===== src/rtl/tsync_pkg.sv =====
package tsync_pkg;

    localparam int BYTE_W = 8;
    localparam int PAT_W  = 2 * BYTE_W;
    localparam int CNT_W  = $clog2(PAT_W) + 1;
    localparam int BIT_W  = $clog2(BYTE_W);

    typedef enum logic [1:0] {
        MODE_PATTERN  = 2'd0,
        MODE_EXTERNAL = 2'd1,
        MODE_AUTO     = 2'd2,
        MODE_AUTO_ALT = 2'd3
    } sync_mode_e;

    typedef enum logic [1:0] {
        PLEN_NONE   = 2'd0,
        PLEN_8      = 2'd1,
        PLEN_16     = 2'd2,
        PLEN_16_ALT = 2'd3
    } pat_len_e;

    typedef enum logic [1:0] {
        TX_WAIT     = 2'd0,
        TX_PREAMBLE = 2'd1,
        TX_DATA     = 2'd2
    } tx_state_e;

    typedef struct packed {
        sync_mode_e        mode;
        pat_len_e          plen;
        logic [PAT_W-1:0]  pattern;
        logic              rev;
    } sync_cfg_t;

    function automatic logic [BYTE_W-1:0] flip_byte(input logic [BYTE_W-1:0] b);
        logic [BYTE_W-1:0] r;
        for (int i = 0; i < BYTE_W; i++) r[i] = b[BYTE_W-1-i];
        return r;
    endfunction

    // Byte rearranged so that its bit 7 is the first bit on the line.
    function automatic logic [BYTE_W-1:0] line_order(input logic [BYTE_W-1:0] b,
                                                     input logic rev);
        return rev ? flip_byte(b) : b;
    endfunction

    function automatic logic immediate_start(input sync_cfg_t c);
        return (c.mode == MODE_AUTO) || (c.mode == MODE_AUTO_ALT) ||
               ((c.mode == MODE_PATTERN) && (c.plen == PLEN_NONE));
    endfunction

    function automatic logic pattern_active(input sync_cfg_t c);
        return (c.mode == MODE_PATTERN) && (c.plen != PLEN_NONE);
    endfunction

    function automatic logic [CNT_W-1:0] pattern_bits(input sync_cfg_t c);
        return (c.plen == PLEN_8) ? CNT_W'(BYTE_W) : CNT_W'(PAT_W);
    endfunction

    // Pattern in line order, first line bit in the MSB; an 8-bit pattern
    // is placed in the upper byte.
    function automatic logic [PAT_W-1:0] pattern_seq(input sync_cfg_t c);
        if (c.plen == PLEN_8)
            return {line_order(c.pattern[BYTE_W-1:0], c.rev), {BYTE_W{1'b1}}};
        return {line_order(c.pattern[PAT_W-1:BYTE_W], c.rev),
                line_order(c.pattern[BYTE_W-1:0], c.rev)};
    endfunction

endpackage


===== src/rtl/tsync_rx.sv =====
module tsync_rx
    import tsync_pkg::*;
(
    input  logic              clk,
    input  logic              rst,
    input  logic              bit_en,
    input  logic              en,
    input  sync_cfg_t         cfg,
    input  logic              din,
    input  logic              ext_strobe,
    input  logic              resync,
    output logic [BYTE_W-1:0] byte_out,
    output logic              valid,
    input  logic              ready,
    output logic              locked
);

    logic [PAT_W-2:0]  hist;
    logic [CNT_W-1:0]  seen;
    logic              locked_q;
    logic [BYTE_W-2:0] acc;
    logic [BIT_W-1:0]  nbit;
    logic              valid_q;
    logic [BYTE_W-1:0] byte_q;

    logic [PAT_W-1:0]  win;
    logic [PAT_W-1:0]  seq;
    logic              pat_hit;
    logic              start_now;
    logic              take;
    logic              done;
    logic [BYTE_W-1:0] next_acc;

    always_comb begin
        win       = {hist, din};
        seq       = pattern_seq(cfg);
        pat_hit   = 1'b0;
        if (pattern_active(cfg) && !locked_q && (seen >= pattern_bits(cfg) - 1'b1)) begin
            if (cfg.plen == PLEN_8)
                pat_hit = (win[BYTE_W-1:0] == seq[PAT_W-1:BYTE_W]);
            else
                pat_hit = (win == seq);
        end
        start_now = !locked_q &&
                    (immediate_start(cfg) || ((cfg.mode == MODE_EXTERNAL) && ext_strobe));
        take      = locked_q || start_now;
        next_acc  = {acc, din};
        done      = take && (nbit == BIT_W'(BYTE_W - 1));
    end

    always_ff @(posedge clk) begin
        if (rst) begin
            hist     <= '0;
            seen     <= '0;
            locked_q <= 1'b0;
            acc      <= '0;
            nbit     <= '0;
            valid_q  <= 1'b0;
            byte_q   <= '0;
        end else begin
            if (valid_q && ready) valid_q <= 1'b0;
            if (!en || resync) begin
                locked_q <= 1'b0;
                seen     <= '0;
                nbit     <= '0;
            end else if (bit_en) begin
                hist <= win[PAT_W-2:0];
                if (seen != CNT_W'(PAT_W)) seen <= seen + 1'b1;
                if (pat_hit) locked_q <= 1'b1;
                if (take) begin
                    locked_q <= 1'b1;
                    acc      <= next_acc[BYTE_W-2:0];
                    nbit     <= nbit + 1'b1;
                    if (done) begin
                        valid_q <= 1'b1;
                        byte_q  <= line_order(next_acc, cfg.rev);
                    end
                end
            end
        end
    end

    assign byte_out = byte_q;
    assign valid    = valid_q;
    assign locked   = locked_q;

endmodule


===== src/rtl/tsync_tx.sv =====
module tsync_tx
    import tsync_pkg::*;
(
    input  logic              clk,
    input  logic              rst,
    input  logic              bit_en,
    input  logic              en,
    input  sync_cfg_t         cfg,
    input  logic              cts,
    input  logic [BYTE_W-1:0] data,
    input  logic              valid,
    output logic              ready,
    output logic              underrun,
    output logic              dout,
    output logic              active
);

    tx_state_e         st;
    logic [BIT_W-1:0]  bcnt;
    logic [CNT_W-1:0]  pcnt;
    logic [PAT_W-1:0]  psr;
    logic [BYTE_W-1:0] dsr;
    logic              dout_q;

    logic              go_now;
    logic              boundary;
    logic [BYTE_W-1:0] ord;
    logic [PAT_W-1:0]  seq;

    always_comb begin
        go_now   = immediate_start(cfg) || ((cfg.mode == MODE_EXTERNAL) && cts);
        boundary = bit_en && en &&
                   (((st == TX_DATA) && (bcnt == '0)) ||
                    ((st == TX_WAIT) && go_now) ||
                    ((st == TX_PREAMBLE) && (pcnt == pattern_bits(cfg))));
        ord      = line_order(data, cfg.rev);
        seq      = pattern_seq(cfg);
    end

    always_ff @(posedge clk) begin
        if (rst) begin
            st     <= TX_WAIT;
            bcnt   <= '0;
            pcnt   <= '0;
            psr    <= '1;
            dsr    <= '1;
            dout_q <= 1'b1;
        end else if (!en) begin
            st     <= TX_WAIT;
            dout_q <= 1'b1;
        end else if (bit_en) begin
            if (boundary) begin
                st   <= TX_DATA;
                bcnt <= BIT_W'(1);
                if (valid) begin
                    dout_q <= ord[BYTE_W-1];
                    dsr    <= {ord[BYTE_W-2:0], 1'b1};
                end else begin
                    dout_q <= 1'b1;
                    dsr    <= '1;
                end
            end else begin
                case (st)
                    TX_WAIT: begin
                        if (pattern_active(cfg)) begin
                            st     <= TX_PREAMBLE;
                            dout_q <= seq[PAT_W-1];
                            psr    <= {seq[PAT_W-2:0], 1'b1};
                            pcnt   <= CNT_W'(1);
                        end else begin
                            dout_q <= 1'b1;
                        end
                    end
                    TX_PREAMBLE: begin
                        dout_q <= psr[PAT_W-1];
                        psr    <= {psr[PAT_W-2:0], 1'b1};
                        pcnt   <= pcnt + 1'b1;
                    end
                    default: begin
                        dout_q <= dsr[BYTE_W-1];
                        dsr    <= {dsr[BYTE_W-2:0], 1'b1};
                        bcnt   <= bcnt + 1'b1;
                    end
                endcase
            end
        end
    end

    assign ready    = boundary;
    assign underrun = boundary && !valid;
    assign dout     = dout_q;
    assign active   = (st != TX_WAIT);

endmodule


===== src/rtl/transparent_sync.sv =====
module transparent_sync
    import tsync_pkg::*;
(
    input  logic              clk,
    input  logic              rst,
    input  logic              bit_en,
    input  logic [1:0]        cfg_mode,
    input  logic [1:0]        cfg_len,
    input  logic [PAT_W-1:0]  cfg_pattern,
    input  logic              cfg_rev,
    input  logic              rx_en,
    input  logic              rx_bit,
    input  logic              rx_strobe,
    input  logic              rx_resync,
    output logic [BYTE_W-1:0] rx_byte,
    output logic              rx_valid,
    input  logic              rx_ready,
    input  logic              tx_en,
    input  logic              tx_cts,
    input  logic [BYTE_W-1:0] tx_data,
    input  logic              tx_valid,
    output logic              tx_ready,
    output logic              tx_underrun,
    output logic              tx_bit
);

    sync_cfg_t cfg;
    logic      rx_locked;
    logic      tx_active;

    always_comb begin
        cfg.mode    = sync_mode_e'(cfg_mode);
        cfg.plen    = pat_len_e'(cfg_len);
        cfg.pattern = cfg_pattern;
        cfg.rev     = cfg_rev;
    end

    tsync_rx u_rx (
        .clk        (clk),
        .rst        (rst),
        .bit_en     (bit_en),
        .en         (rx_en),
        .cfg        (cfg),
        .din        (rx_bit),
        .ext_strobe (rx_strobe),
        .resync     (rx_resync),
        .byte_out   (rx_byte),
        .valid      (rx_valid),
        .ready      (rx_ready),
        .locked     (rx_locked)
    );

    tsync_tx u_tx (
        .clk      (clk),
        .rst      (rst),
        .bit_en   (bit_en),
        .en       (tx_en),
        .cfg      (cfg),
        .cts      (tx_cts),
        .data     (tx_data),
        .valid    (tx_valid),
        .ready    (tx_ready),
        .underrun (tx_underrun),
        .dout     (tx_bit),
        .active   (tx_active)
    );

endmodule


===== config.mk =====
export PLATFORM = sky130hd
export DESIGN_NAME = transparent_sync
export DESIGN_NICKNAME = d
export VERILOG_FILES = /design/src/rtl/tsync_pkg.sv /design/src/rtl/tsync_rx.sv /design/src/rtl/tsync_tx.sv /design/src/rtl/transparent_sync.sv
export SDC_FILE = /design/constraint.sdc
export NUM_CORES = 1
export LEC_CHECK = 0
export BUFFER_PORTS_ARGS = -buffer_cell sky130_fd_sc_hd__buf_2
export CORE_MARGIN = 4
export CORE_UTILIZATION = 30
export DETAILED_ROUTE_END_ITERATION = 10
export HOLD_SLACK_MARGIN = 0.1
export PLACE_DENSITY = 0.43
export SETUP_SLACK_MARGIN = 0.15
export SLEW_MARGIN = 10
export SYNTH_ARGS = -nofsm -noshare
export SYNTH_HDL_FRONTEND = slang
export SYNTH_HIERARCHICAL = 1
export SYNTH_SLANG_ARGS = --single-unit

===== constraint.sdc =====
create_clock -name clk -period 5.9 [get_ports clk]
set_clock_uncertainty 0.2 [all_clocks]
set_input_delay 0.59 -clock clk [delete_from_list [all_inputs] [get_ports clk]]
set_output_delay 0.59 -clock clk [all_outputs]
set_load 0.005 [all_outputs]

Word-level counts from Yosys, hierarchy flattened
Cells that the tools add are included.
- add/sub/neg operators: 5
- magnitude comparators: 1
- equal/unequal tests: 13
- multiplexer cells: 33
- bitwise logic cells: 3
- reduce and logical (&&, ||, !) cells: 47
- operator list (cell ; number):
    8-bit 2-to-1 mux ; 7
    16-bit 2-to-1 mux ; 3
    16-bit case mux with 2 select lines ; 1
    16-bit equality test ; 1
    1-bit logical AND ; 15
    1-bit 2-to-1 mux ; 13
    5-bit by 1-bit adder with 5-bit output, second input constant ; 2
    5-bit 2-to-1 mux ; 2
    5-bit case mux with 2 select lines ; 1
    2-bit nonzero test ; 5
    3-bit AND reduction ; 3
    8-bit equality test ; 1
    1-bit logical OR ; 8
    2-bit AND reduction ; 4
    3-bit by 1-bit adder with 3-bit output, second input constant ; 2
    2-bit by 1-bit equality test with 1-bit output, second input constant ; 3
    2-bit equality test, second input constant ; 3
    2-bit zero test ; 3
    2-bit 2-to-1 mux ; 3
    3-bit 2-to-1 mux ; 2
    2-bit OR reduction ; 3
    5-bit equality test ; 1
    5-bit greater-or-equal comparator ; 1
    5-bit inequality test, second input constant ; 1
    other kinds (10) ; 14
- register bits after elaboration: 75
- bits of input ports: 40
- output and inout port bits: 12
- logic and storage cells: 115

Logic depth before layout (Yosys ltp)
- depth in word-level cells: 11
- mapped depth: 10
- gate-level depth less buffers: 9

By module
The synthesis kept the hierarchy.
- by module, submodules not included (module ; times used ; cells each ; area an instance (µm²) ; seq. area each (µm²)):
    tsync_rx ; 1 ; 250 ; 2214.6 ; 800.8
    tsync_tx ; 1 ; 238 ; 2065.7 ; 660.6

Worst setup path before layout
OpenSTA, ideal clock, no wires.
- path type: input port to flip-flop
- start point: in cfg_len[1]
- end point: reg u_rx.locked_q, in the netlist u_rx/locked
- library setup time: 79 ps
- arrival: 2265 ps
- data required time: 5621 ps
- setup slack: 3355 ps
- stages on the path: 10
- buffers on the path: 1
- path through: nand2b_1 -> buf_2 -> inv_1 -> ha_1 -> nand2_1 -> o21ai_0 -> o2111ai_1 -> nor4_2 -> nand4_1 -> a211oi_2
- longest elaborated chain between the ends: 8
- elaborated cells on any way between the ends: 23
- classes of those cells: add/sub: 1; order compare: 1; eq/ne: 3; mux: 6; reduce/logical: 12
- RTL lines (element ; line ; RTL):
    start: declaration ; transparent_sync.sv:8 ; input logic [1:0] cfg_len,
    2-bit by 1-bit equality test with 1-bit output / 2-bit zero test (equally long branches) ; -- ;
    5-bit 2-to-1 mux, or another cell as far along ; tsync_pkg.sv:57 ; return (c.plen == PLEN_8) ? CNT_W'(BYTE_W) : CNT_W'(PAT_W);
    5-bit by 1-bit subtractor with 5-bit output, or another cell as far along ; tsync_rx.sv:38 ; if (pattern_active(cfg) && !locked_q && (seen >= pattern_bits(cfg) - 1'b1)) begin
    5-bit greater-or-equal comparator, or another cell as far along ; tsync_rx.sv:38 ;
    1-bit logical AND, or another cell as far along ; tsync_rx.sv:38 ;
    1-bit 2-to-1 mux / 1-bit logical OR (equally long branches) ; tsync_rx.sv:38, tsync_rx.sv:46 ;
    2-bit nonzero test (no source line) ; -- ;
    2-bit AND reduction (no source line) ; -- ;
    end signal: assignment ; tsync_rx.sv:55 ; locked_q <= 1'b0;
    end signal: assignment ; tsync_rx.sv:63 ; locked_q <= 1'b0;
    end signal: assignment ; tsync_rx.sv:69 ; if (pat_hit) locked_q <= 1'b1;
    end: declaration ; tsync_rx.sv:20 ; logic locked_q;
Several ways; a longest one is shown, not always the timed one.
A chain may end at the register's enable or synchronous reset.

Worst setup path after layout
- start point: reg u_tx.st[1]
- end point: out tx_ready
- longest elaborated chain between the ends: 5
- elaborated cells on any way between the ends: 9
- classes of those cells: eq/ne: 2; reduce/logical: 7
- RTL lines (element ; line ; RTL):
    start: declaration ; tsync_tx.sv:18 ; tx_state_e st;
    start signal: assignment ; tsync_tx.sv:42 ; st <= TX_WAIT;
    start signal: assignment ; tsync_tx.sv:49 ; st <= TX_WAIT;
    start signal: assignment ; tsync_tx.sv:53 ; st <= TX_DATA;
    2-bit equality test / 2-bit zero test (equally long branches) ; tsync_tx.sv:33, tsync_tx.sv:34 ;
    1-bit logical AND, on equally long branches ; tsync_tx.sv:33, tsync_tx.sv:34 ;
    1-bit logical OR ; tsync_tx.sv:33 ; (((st == TX_DATA) && (bcnt == '0)) ||
    1-bit logical OR * ; tsync_tx.sv:34 ; ((st == TX_WAIT) && go_now) ||
    1-bit logical AND * ; tsync_tx.sv:32 ; boundary = bit_en && en &&
    end: declaration ; transparent_sync.sv:22 ; output logic tx_ready,
Every way passes the cells marked *; elsewhere a longest branch is shown, timed or not.

==> flow_summary.toml <==
[synthesis]
synth_fa_ha_area_share_pct = 2.63
synth_area_per_cell_um2 = 8.77
synthXorXnorAreaFrac_pct = 5.12
synth_compound_area_share_pct = 16.2
synth_edf_count = 0
synthSimpleGateAreaFrac_pct = 17.8
synth-warning-count = 6
synthMuxAreaShare_pct = 18.9
synth_area_um2 = 4280
async_flop_share_pct = 0
synthCells = 488
synth_top_family_by_area = "multiplexers"
synth_cell_type_count = 54
yosysSeqAreaShare_pct = 34.1
synth_nets = 537
synth_flop_cell = "dfxtp_1"
ys_ff_latch = 73

[power_and_ir_drop]
p_leak_nw = 2.06
peakVddDrop_mv = 0.105
pwr_density_cell_nw_per_um2 = 254

[flow_run]
max-cap-violations = 0

[critical_path]
crit_chain = "nand2b_1, nor3b_1, a221o_1, nand2_1, inv_2, buf_2"
critPathSlowestCell = "nand2b_1"
max_stage_delay_ns = 0.67
worstSetupPathType = "reg2out"
cp-start-kind = "flip-flop"
cp_max_fo = 24
cp-end-kind = "output pin"
arrival_ns = 2.94
crit_required_ns = 5.11

[timing]
period_minus_slack_ns = 3.73
max_freq_mhz = 268
slew_viol_final = 0
hold_viol_final = 0
finalSetupViolations = 0
max_slew_margin_pct = 27.2
setup-tns-final_ns = 0
whs_ns = 0.269
finalWorstSetupSlack_ns = 2.17
tightest_slew_ns = 1.09
rsz0062_at_grt = "false"
finalCritPeriodShare_pct = 63.2

[routing]
viasPerCell = 5.11
dr.pass1.iters = 4
post-route-drc-count = 0
num_vias = 3594
drtIter0Drc = 265
wl_per_cell_um = 15.2
ant_nets = 0
wl_um = 10700

[floorplan]
die_area_um2 = 16200
die_w_um = 127
core_area_um2 = 13900
fp.dieH_um = 127
top_level_ports = 52
initial_utilization_pct = 30.7
rows = 43

[placement]
port_buffers = 51
place_ws_ns = 2.40
place_congestion = 0.840
place_inst = 688
detailed_place_hpwl_um = 7590

[final_layout]
antenna_cells = 0
layout-drive-gt1-share_pct = 16.4
num-nets-final = 568
final_cells = 704
fill_cells = 1452
seqCellArea_um2 = 1460
area_growth_pct = 15.1
multiInputGateArea_um2 = 2590

[global_route]
grt_overflow = 0
grt_pass1_vias = 3408
grt_pass1_wl_um = 17500
grt_max_degree = 65
antenna_found_initial = 0
grt_usage_pct = 13.4

[clock_tree]
htreeDepth = 3
cts_resized = 0
cts-hold-fix-buffers = 0
cts_made_buffers = 9
cts_tree = "yes"
clockRootBuffer = "clkbuf_16"
cts.clk_slew.worst_paths_ns = 0.06
clkSinkCount = 73
clk_latency_ns = 0.34
clk_path_buf_depth = 2
post_cts_buffers = 0

[status]
status = "finished clean"

[worst_hold_path]
hold_path_class = "reg2reg"
-- metrics by stage --
| stage | utilization (%) | total power [mW] | area (um^2) |
|---|---|---|---|
| 5_1_grt | 35.4 | 1.31 | 4930 |
| 3_3_place_gp | 33.0 | 0.671 | 4600 |
| 4_1_cts | 35.4 | 1.28 | 4930 |
| 3_5_place_dp | 33.0 | 0.670 | 4600 |
| 2_1_floorplan | - | 0.625 | 4280 |
| 6_report | 35.4 | 1.25 | 4930 |
-- synth_stat cells (2+ instances only) --
| cell type | instances | area share (%) |
|---|---|---|
| nand2b_1 | 6 | 0.88 |
| o21bai_1 | 8 | 1.4 |
| nand2_1 | 49 | 4.3 |
| nor3_1 | 16 | 1.9 |
| mux2i_1 | 61 | 14 |
| xnor2_1 | 2 | 0.41 |
| mux4_2 | 4 | 2.1 |
| dfxtp_1 | 73 | 34 |
| a2111o_1 | 2 | 0.53 |
| and3b_1 | 2 | 0.41 |
| nand3_1 | 7 | 0.82 |
| and2_1 | 2 | 0.29 |
| mux2i_2 | 2 | 0.64 |
| ha_1 | 9 | 2.6 |
| a22oi_1 | 7 | 1.2 |
| xor2_1 | 23 | 4.7 |
| mux2_2 | 7 | 1.8 |
| buf_6 | 2 | 0.53 |
| and3_1 | 7 | 1.0 |
| clkbuf_1 | 16 | 1.4 |
| a211o_1 | 9 | 1.8 |
| a32oi_1 | 2 | 0.41 |
| a211oi_1 | 9 | 1.6 |
| nor2b_1 | 5 | 0.73 |
| or4_1 | 4 | 0.70 |
| a221oi_1 | 7 | 1.4 |
| nor3b_1 | 4 | 0.70 |
| buf_2 | 13 | 1.5 |
| nor2_1 | 46 | 4.0 |
| nand4_1 | 6 | 0.88 |
| o211ai_1 | 2 | 0.35 |
| a21oi_1 | 29 | 3.4 |
| o22ai_1 | 7 | 1.0 |
| inv_1 | 13 | 1.1 |
| a21boi_0 | 2 | 0.35 |
| o21ai_0 | 7 | 0.82 |
-- metal layers --
metal	GRT usage [%]	wire (um)	vias to the layer above
li1	-	-	1827
met1	18.7	5460	1673
met2	20.1	4610	79
met3	2.72	450	15
met4	5.99	206	0
met5	0	0	-
-- sequential cells by signal, indices dropped and copies added (netlist names) --
| signal | count |
|---|---|
| u_rx/valid | 1 |
| u_rx/locked | 1 |
| u_tx/psr | 15 |
| u_rx/nbit | 3 |
| u_tx/st | 2 |
| u_tx/pcnt | 5 |
| u_tx/dout | 1 |
| u_tx/bcnt | 3 |
| u_tx/dsr | 7 |
| u_rx/hist | 15 |
| u_rx/seen | 5 |
| u_rx/byte_out | 8 |
| u_rx/acc | 7 |
-- final timing paths --
| path | from | endpoint | slack [ns] | cells past startpoint |
|---|---|---|---|---|
| setup / recovery | u_tx/st[1] | tx_ready | 2.17 | 6 |
| hold / removal | u_tx/psr[5] | u_tx/psr[5] | 0.27 | 1 |
| setup reg to reg | u_tx/st[1] | u_tx/pcnt[3] | 2.39 | 5 |
| hold reg to reg | u_tx/psr[5] | u_tx/psr[5] | 0.27 | 1 |
-- critical path, delay by kind of cell, from the launching register on --
| family | cells | cell delay (ns) |
|---|---|---|
| buf+inv | 2 | 0.27 |
| compound gates | 1 | 0.45 |
| flops | 1 | 0.41 |
| simple gates | 3 | 1.46 |
-- cells by family (layout without fill, tap and decap cells) --
group / after synthesis / in the layout
simple gates: 160 / 160
compound gates: 100 / 100
mux: 74 / 74
flops: 73 / 73
buf+inv: 47 / 83
xor+xnor: 25 / 25
fa+ha+maj: 9 / 9
-- placed cells by master (no fill, tap or decap), types with 4 or more instances in the layout --
master     count
a211o_1        9
a211oi_1       9
a21oi_1       29
a221oi_1       7
a22oi_1        7
and3_1         7
buf_2         51
clkbuf_16      9
dfxtp_1       73
ha_1           9
inv_1         13
mux2_2         7
mux2i_1       61
mux4_2         4
nand2_1       49
nand2b_1       6
nand3_1        7
nand4_1        6
nor2_1        46
nor2b_1        5
nor3_1        16
nor3b_1        4
o21ai_0        7
o21bai_1       8
o22ai_1        7
or4_1          4
xor2_1        23
-- power by group --
group / leakage [nW] / internal, mW / switching [mW]
combinational: 1.32 / 0.0620 / 0.0900
clock: 0.149 / 0.372 / 0.221
sequential: 0.591 / 0.501 / 0.00574
total: 2.06 / 0.935 / 0.317
-- area by class of cell --
cell class	instances	area share (%)
Multi-Input combinational cell	368	52.7
Sequential cell	73	29.7
Timing Repair Buffer	53	5.49
Clock buffer	10	4.65
Tap cell	180	4.57
Clock inverter	6	1.88
Inverter	14	1.07
No activity file was read; power rests on OpenSTA's default activity.
